File: src/rtl/cmp_timer_pkg.sv
// Package: shared widths, register addresses, mode codes and the control
// word layout of the compare-match toggle timer.
package cmp_timer_pkg;

    localparam int CNT_W  = 24;
    localparam int ADDR_W = 3;
    localparam int CTRL_W = 9;

    localparam logic [ADDR_W-1:0] A_CTRL   = 3'd0;
    localparam logic [ADDR_W-1:0] A_LOAD   = 3'd1;
    localparam logic [ADDR_W-1:0] A_CMP    = 3'd2;
    localparam logic [ADDR_W-1:0] A_STATUS = 3'd3;
    localparam logic [ADDR_W-1:0] A_COUNT  = 3'd4;

    localparam logic [3:0] MODE_PULSE  = 4'b0001;
    localparam logic [3:0] MODE_TOGGLE = 4'b0010;

    // Control word, bit 0 (en) up to bit 8 (use_pre).
    typedef struct packed {
        logic       use_pre;
        logic       ien;
        logic       reload;
        logic       inv;
        logic [3:0] mode;
        logic       en;
    } ctrl_t;

endpackage

File: src/rtl/ctt_regs.sv
// Register file of the timer: control, load and compare registers, the two
// sticky status flags with write-one-to-clear, the read mux and the
// interrupt gate. Assumes events arrive as single-cycle strobes from the
// core. An event wins over a clear in the same cycle.
module ctt_regs
    import cmp_timer_pkg::*;
#(
    parameter int W  = CNT_W,
    parameter int AW = ADDR_W
) (
    input  logic          clk,
    input  logic          rst_n,
    input  logic          wr_en,
    input  logic [AW-1:0] addr,
    input  logic [W-1:0]  wdata,
    input  logic          cmp_evt,
    input  logic          ovf_evt,
    input  logic [W-1:0]  count,
    output ctrl_t         ctrl,
    output logic [W-1:0]  load_val,
    output logic [W-1:0]  cmp_val,
    output logic          cmp_flag,
    output logic          ovf_flag,
    output logic [W-1:0]  rdata,
    output logic          irq
);

    localparam int PAD_CTRL = W - CTRL_W;
    localparam int PAD_STAT = W - 2;

    logic wr_ctrl, wr_load, wr_cmp, wr_stat;

    // Purpose: decode which register a write targets.
    always_comb begin
        wr_ctrl = wr_en && (addr == A_CTRL);
        wr_load = wr_en && (addr == A_LOAD);
        wr_cmp  = wr_en && (addr == A_CMP);
        wr_stat = wr_en && (addr == A_STATUS);
    end

    // Purpose: hold the software-written configuration registers.
    always_ff @(posedge clk) begin
        if (!rst_n) begin
            ctrl     <= '0;
            load_val <= '0;
            cmp_val  <= '0;
        end else begin
            if (wr_ctrl) ctrl     <= ctrl_t'(wdata[CTRL_W-1:0]);
            if (wr_load) load_val <= wdata;
            if (wr_cmp)  cmp_val  <= wdata;
        end
    end

    // Purpose: sticky flags, where a new event overrides a same-cycle clear.
    always_ff @(posedge clk) begin
        if (!rst_n) begin
            cmp_flag <= 1'b0;
            ovf_flag <= 1'b0;
        end else begin
            cmp_flag <= cmp_evt | (cmp_flag & ~(wr_stat & wdata[0]));
            ovf_flag <= ovf_evt | (ovf_flag & ~(wr_stat & wdata[1]));
        end
    end

    // Purpose: return the addressed register to the read port.
    always_comb begin
        unique case (addr)
            A_CTRL:   rdata = {{PAD_CTRL{1'b0}}, ctrl};
            A_LOAD:   rdata = load_val;
            A_CMP:    rdata = cmp_val;
            A_STATUS: rdata = {{PAD_STAT{1'b0}}, ovf_flag, cmp_flag};
            A_COUNT:  rdata = count;
            default:  rdata = '0;
        endcase
    end

    // Purpose: interrupt request from the gated flags.
    always_comb begin
        irq = ctrl.ien & (cmp_flag | ovf_flag);
    end

endmodule

File: src/rtl/ctt_tick.sv
// Timer tick source. While the timer runs, it emits a strobe every second
// clock, or passes the external prescaler strobe through when that source
// is selected. The divider restarts in phase 0 whenever the timer is not
// running, so the first divided tick comes two clocks after start.
module ctt_tick (
    input  logic clk,
    input  logic rst_n,
    input  logic run,
    input  logic use_pre,
    input  logic pre_tick,
    output logic tick
);

    logic div_q;

    // Purpose: divide-by-two phase, held at 0 while stopped.
    always_ff @(posedge clk) begin
        if (!rst_n) begin
            div_q <= 1'b0;
        end else if (!run) begin
            div_q <= 1'b0;
        end else begin
            div_q <= ~div_q;
        end
    end

    // Purpose: choose the tick source.
    always_comb begin
        tick = run & (use_pre ? pre_tick : div_q);
    end

endmodule

File: src/rtl/ctt_core.sv
// Counter and output stage. On the first enabled clock it loads the counter
// and presets the pin. On each tick it advances or reloads the counter,
// detects a compare match on the new count, detects wrap-around, and
// updates the pin for toggle or pulse mode. Any other mode code stops the
// timer. Assumes all control inputs are registered.
module ctt_core
    import cmp_timer_pkg::*;
#(
    parameter int W = CNT_W
) (
    input  logic         clk,
    input  logic         rst_n,
    input  logic         en,
    input  logic [3:0]   mode,
    input  logic         inv,
    input  logic         reload,
    input  logic [W-1:0] load_val,
    input  logic [W-1:0] cmp_val,
    input  logic         tick,
    output logic         en_q,
    output logic         run,
    output logic         pend,
    output logic [W-1:0] count,
    output logic         tmr_out,
    output logic         cmp_evt,
    output logic         ovf_evt
);

    logic         start;
    logic         mode_ok;
    logic         at_max;
    logic [W-1:0] next_val;

    // Purpose: start strobe, run qualifier and next count.
    always_comb begin
        mode_ok  = (mode == MODE_TOGGLE) || (mode == MODE_PULSE);
        start    = en & ~en_q;
        run      = en & en_q & mode_ok;
        at_max   = &count;
        next_val = pend ? load_val : count + 1'b1;
        cmp_evt  = tick & (next_val == cmp_val);
        ovf_evt  = tick & ~pend & at_max;
    end

    // Purpose: remember the previous enable to find its rising edge.
    always_ff @(posedge clk) begin
        if (!rst_n) en_q <= 1'b0;
        else        en_q <= en;
    end

    // Purpose: counter register with the reload-pending marker.
    always_ff @(posedge clk) begin
        if (!rst_n) begin
            count <= '0;
            pend  <= 1'b0;
        end else if (start) begin
            count <= load_val;
            pend  <= 1'b0;
        end else if (tick) begin
            count <= next_val;
            pend  <= cmp_evt & reload;
        end
    end

    // Purpose: output pin, preset at start and updated on ticks per mode.
    always_ff @(posedge clk) begin
        if (!rst_n) begin
            tmr_out <= 1'b0;
        end else if (start) begin
            tmr_out <= inv;
        end else if (tick) begin
            if (mode == MODE_TOGGLE) begin
                if (cmp_evt) tmr_out <= ~tmr_out;
            end else begin
                tmr_out <= cmp_evt ? ~inv : inv;
            end
        end
    end

endmodule

File: src/rtl/cmp_toggle_timer.sv
// Top level of the compare-match toggle timer. It ties together the
// register file, the tick source and the counter core. All state uses a
// synchronous active-low reset on clk.
module cmp_toggle_timer
    import cmp_timer_pkg::*;
#(
    parameter int W  = CNT_W,
    parameter int AW = ADDR_W
) (
    input  logic          clk,
    input  logic          rst_n,
    input  logic          wr_en,
    input  logic [AW-1:0] addr,
    input  logic [W-1:0]  wdata,
    output logic [W-1:0]  rdata,
    input  logic          pre_tick,
    output logic          tmr_out,
    output logic          irq
);

    ctrl_t        ctrl;
    logic [W-1:0] load_val, cmp_val, count;
    logic         cmp_flag, ovf_flag, cmp_evt, ovf_evt;
    logic         en_q, run, pend, tick;

    ctt_regs #(.W(W), .AW(AW)) u_regs (
        .clk(clk), .rst_n(rst_n), .wr_en(wr_en), .addr(addr), .wdata(wdata),
        .cmp_evt(cmp_evt), .ovf_evt(ovf_evt), .count(count),
        .ctrl(ctrl), .load_val(load_val), .cmp_val(cmp_val),
        .cmp_flag(cmp_flag), .ovf_flag(ovf_flag), .rdata(rdata), .irq(irq)
    );

    ctt_tick u_tick (
        .clk(clk), .rst_n(rst_n), .run(run), .use_pre(ctrl.use_pre),
        .pre_tick(pre_tick), .tick(tick)
    );

    ctt_core #(.W(W)) u_core (
        .clk(clk), .rst_n(rst_n), .en(ctrl.en), .mode(ctrl.mode),
        .inv(ctrl.inv), .reload(ctrl.reload), .load_val(load_val),
        .cmp_val(cmp_val), .tick(tick), .en_q(en_q), .run(run), .pend(pend),
        .count(count), .tmr_out(tmr_out), .cmp_evt(cmp_evt), .ovf_evt(ovf_evt)
    );

endmodule

File: config.mk
export PLATFORM = sky130hd
export DESIGN_NAME = cmp_toggle_timer
export DESIGN_NICKNAME = d
export VERILOG_FILES = /design/src/rtl/cmp_timer_pkg.sv /design/src/rtl/ctt_regs.sv /design/src/rtl/ctt_tick.sv /design/src/rtl/ctt_core.sv /design/src/rtl/cmp_toggle_timer.sv
export SDC_FILE = /design/constraint.sdc
export NUM_CORES = 1
export LEC_CHECK = 0
export BUFFER_PORTS_ARGS = -buffer_cell sky130_fd_sc_hd__clkbuf_2
export CAP_MARGIN = 40
export CORE_MARGIN = 1.5
export CORE_UTILIZATION = 41
export CTS_CLUSTER_SIZE = 40
export DETAILED_ROUTE_END_ITERATION = 16
export PLACE_DENSITY = 0.68
export SLEW_MARGIN = 25
export SYNTH_ARGS = -nofsm -noshare
export SYNTH_HDL_FRONTEND = slang
export SYNTH_SLANG_ARGS = --single-unit
export TNS_END_PERCENT = 100
File: constraint.sdc
create_clock -name clk -period 3.1 [get_ports clk]
set_clock_uncertainty 0.1 [all_clocks]
set_input_delay 0.62 -clock clk [delete_from_list [all_inputs] [get_ports clk]]
set_output_delay 0.62 -clock clk [all_outputs]
set_load 0.03 [all_outputs]
==> impl_metrics.csv <==
group,metric,value,unit
status,outcome,"finished clean",
timing,fmax,0.340,GHz
synthesis,ys_ff_latch,87,
detailed_routing,drc,0,
flow_run,drv_cap,0,
critical_path,r2r_end,"u_core.pend",
detailed_routing,num_vias,5942,
timing,tightest_slew,0.636,ns
timing,layout_setup_ws,0.157,ns
critical_path,r2r_slack,0.16,ns
power,total_leakage_power,2.32,nW
clock_tree,ctsResizeCount,0,
clock_tree,htree_levels,3,
synthesis,synth_area_leader_cell,"dfxtp_1",
detailed_routing,dr.pass1.iters,8,
synthesis,synth-seq-area-share,0.303,
layout,nets,836,
clock_tree,clk_pin_slew,0.07,ns
critical_path,cp-startpoint,"u_core.count[0]",
critical_path,slowest_stage,"nor4_1",
detailed_routing,via_per_inst,6.01,
placement,io_buffers,56,
critical_path,cp_max_fo,10,
global_route,grt_usage,0.263,
timing,hold_ws,0.322,ns
global_route,grt_overflow,0,
clock_tree,clk_latency,0.35,ns
critical_path,worst_r2r_path_depth,8,
global_route,grt_antenna_before_repair,0,
synthesis,syn_inst,768,
clock_tree,clockBufferDepth,2,
critical_path,cp_num_cells,8,
critical_path,cp_top_family,"simple AND/OR/NAND/NOR gates",
clock_tree,cts_tree,"yes",
synthesis,synth_ff_type,"dfxtp_1",
timing,setup_viol,0,
layout,utilization,0.477,
timing,fin_setup_tns,0,ns
placement,hpwl,14100,µm
detailed_routing,drt_iter0_drc,698,
synthesis,syn_nets,800,
critical_path,slowest_delay,0.58,ns
timing,finalMaxSlewViolations,0,
critical_path,path_cells,"ha_1 > nand3_2 > nor4_1 > xnor2_1 > a21oi_1 > a2111oi_0 > nand4_1 > o22ai_1",
min_path,hp-class,"register to register",
layout,drive_above_1_share,0.161,
floorplan,row_count,43,
critical_path,worstReg2RegStart,"u_core.count[0]",
clock_tree,cts_hold_buf,0,
detailed_routing,route.antenna.remaining_nets,0,
timing,layout_worst_path_cycle_share,0.949,
critical_path,cp.arrival,3.12,ns
placement,dp_cells,973,
global_route,grt_pass1_vias,5416,
clock_tree,clockRootBuffer,"clkbuf_16",
critical_path,worstSetupEndpoint,"u_core.pend",
floorplan,die_w,121,µm
timing,hold_viol_final,0,
clock_tree,cts.sinks,87,
global_route,grt_max_degree,57,
timing,slew_headroom,0.576,
synthesis,yosys.area.top_type_share,0.303,
floorplan,num_io_pins,57,
floorplan,dieArea,14800,µm²
timing,period_needed,2.94,ns
layout,instances_no_fill,989,
placement,dp_slack,0.290,ns
clock_tree,cts_setup_buffers,0,
synthesis,ys_warn_count,0,
critical_path,cp_num_buf_inv,0,
power,peakVddDrop,278,µV
layout,n_antenna_cell,0,
timing,rsz0062_at_grt,"no",
synthesis,synth_area_leaders,"dfxtp_1, nand2_1, a21boi_0",
synthesis,synth-edff-count,0,
critical_path,worstPathRequired,3.28,ns
detailed_routing,drt-wirelength-per-cell,19.2,µm
critical_path,path_class,"register to register",
placement,gp_congestion,1.02,
synthesis,netlist_area,5760,µm²
clock_tree,cts_buffers,9,
detailed_routing,routed_wl,19000,µm
floorplan,fp.dieH,121,µm
floorplan,initial_core_util,0.418,
synthesis,synth_cell_types,71,
critical_path,start_kind,"register",
synthesis,synth_area_per_cell,7.50,µm²
power,pwr_density_cell,376,nW/µm²
critical_path,cp-end-kind,"register",
floorplan,coreArea,13800,µm²
synthesis,async_flop_share,0,
layout,area_delta_synth_final,14.2,%
global_route,grt_pass1_wl,30000,µm
==> registers in the layout, summed over array words and instances (netlist names) <==
name and cells:
u_core.count 24, u_core.en_q 1, u_core.pend 1, u_core.tmr_out 1
u_regs.cmp_flag 1, u_regs.cmp_val 24, u_regs.ctrl 9, u_regs.load_val 24
u_regs.ovf_flag 1, u_tick.div_q 1
==> power by group <==
part | internal, mW | switching [mW]
logic | 0.0796 | 0.118
registers | 1.13 | 0.0260
clock network | 0.629 | 0.483
==> layout make-up <==
cell class | instances | area (µm²)
Timing Repair Buffer | 94 | 591
Fill cell | 1455 | 7200
Clock inverter | 6 | 68.8
Multi-Input combinational cell | 597 | 3660
Clock buffer | 10 | 229
Sequential cell | 87 | 1740
Inverter | 15 | 56.3
Tap cell | 180 | 225
==> how the worst min path moves through the flow <==
stage / start / end / slack (ns) / cells after the start
5_1_grt: u_tick.div_q / u_tick.div_q / 0.35 / 1
6_report: u_tick.div_q / u_tick.div_q / 0.32 / 1
2_1_floorplan: u_tick.div_q / u_tick.div_q / 0.29 / 1
4_1_cts: u_tick.div_q / u_tick.div_q / 0.33 / 1
3_3_place_gp: u_tick.div_q / u_tick.div_q / 0.31 / 1
3_5_place_dp: u_tick.div_q / u_tick.div_q / 0.32 / 1
==> cells in the final DEF (no fill, tap or decap), drive strengths merged, types with 15 or more instances in the layout <==
master | synthesis | layout
dfxtp | 87 | 87
a21oi | 20 | 20
nor2b | 26 | 26
xnor2 | 24 | 24
nor2 | 37 | 37
inv | 14 | 15
a22oi | 21 | 21
o21ai | 38 | 38
clkbuf | 45 | 66
xor2 | 18 | 18
nand3 | 21 | 21
buf | 23 | 38
a21boi | 69 | 69
nand2 | 167 | 167
==> Yosys cell counts (7+ instances only) <==
master and count:
mux2i_1 13, nand3_1 18, nor2b_1 26, nor4_1 7, nor3_1 13, nand4_1 12
nand2_1 167, xnor2_1 24, clkbuf_1 43, a22oi_1 21, xor2_1 18, a21oi_1 20
a221oi_1 7, inv_1 14, a222oi_1 11, o21ai_0 38, dfxtp_1 87, buf_2 14
nor2_1 37, a21boi_0 68
==> per-layer routing <==
metal,share of wire,vias up,GRT usage
met2,0.45,288,0.406
met5,0,-,0
met1,0.44,2808,0.369
li1,-,2806,-
met3,0.082,40,0.0385
met4,0.029,0,0.102
==> stage by stage <==
stage / power, mW / area (µm²)
global route: 2.54 / 6570
finish: 2.47 / 6570
detailed placement: 1.38 / 6270
floorplan: 1.29 / 5760
global placement: 1.38 / 6270
CTS: 2.47 / 6570
==> cells by family after synthesis <==
group                    synth area share
buffers and inverters              0.0624
flip-flops                          0.303
AO/OA/AOI/OAI                       0.267
adder cells (fa/ha/maj)           0.00217
AND/OR/NAND/NOR                     0.274
multiplexers                       0.0285
XOR/XNOR                           0.0639
Power figures use the tool's default switching activity.
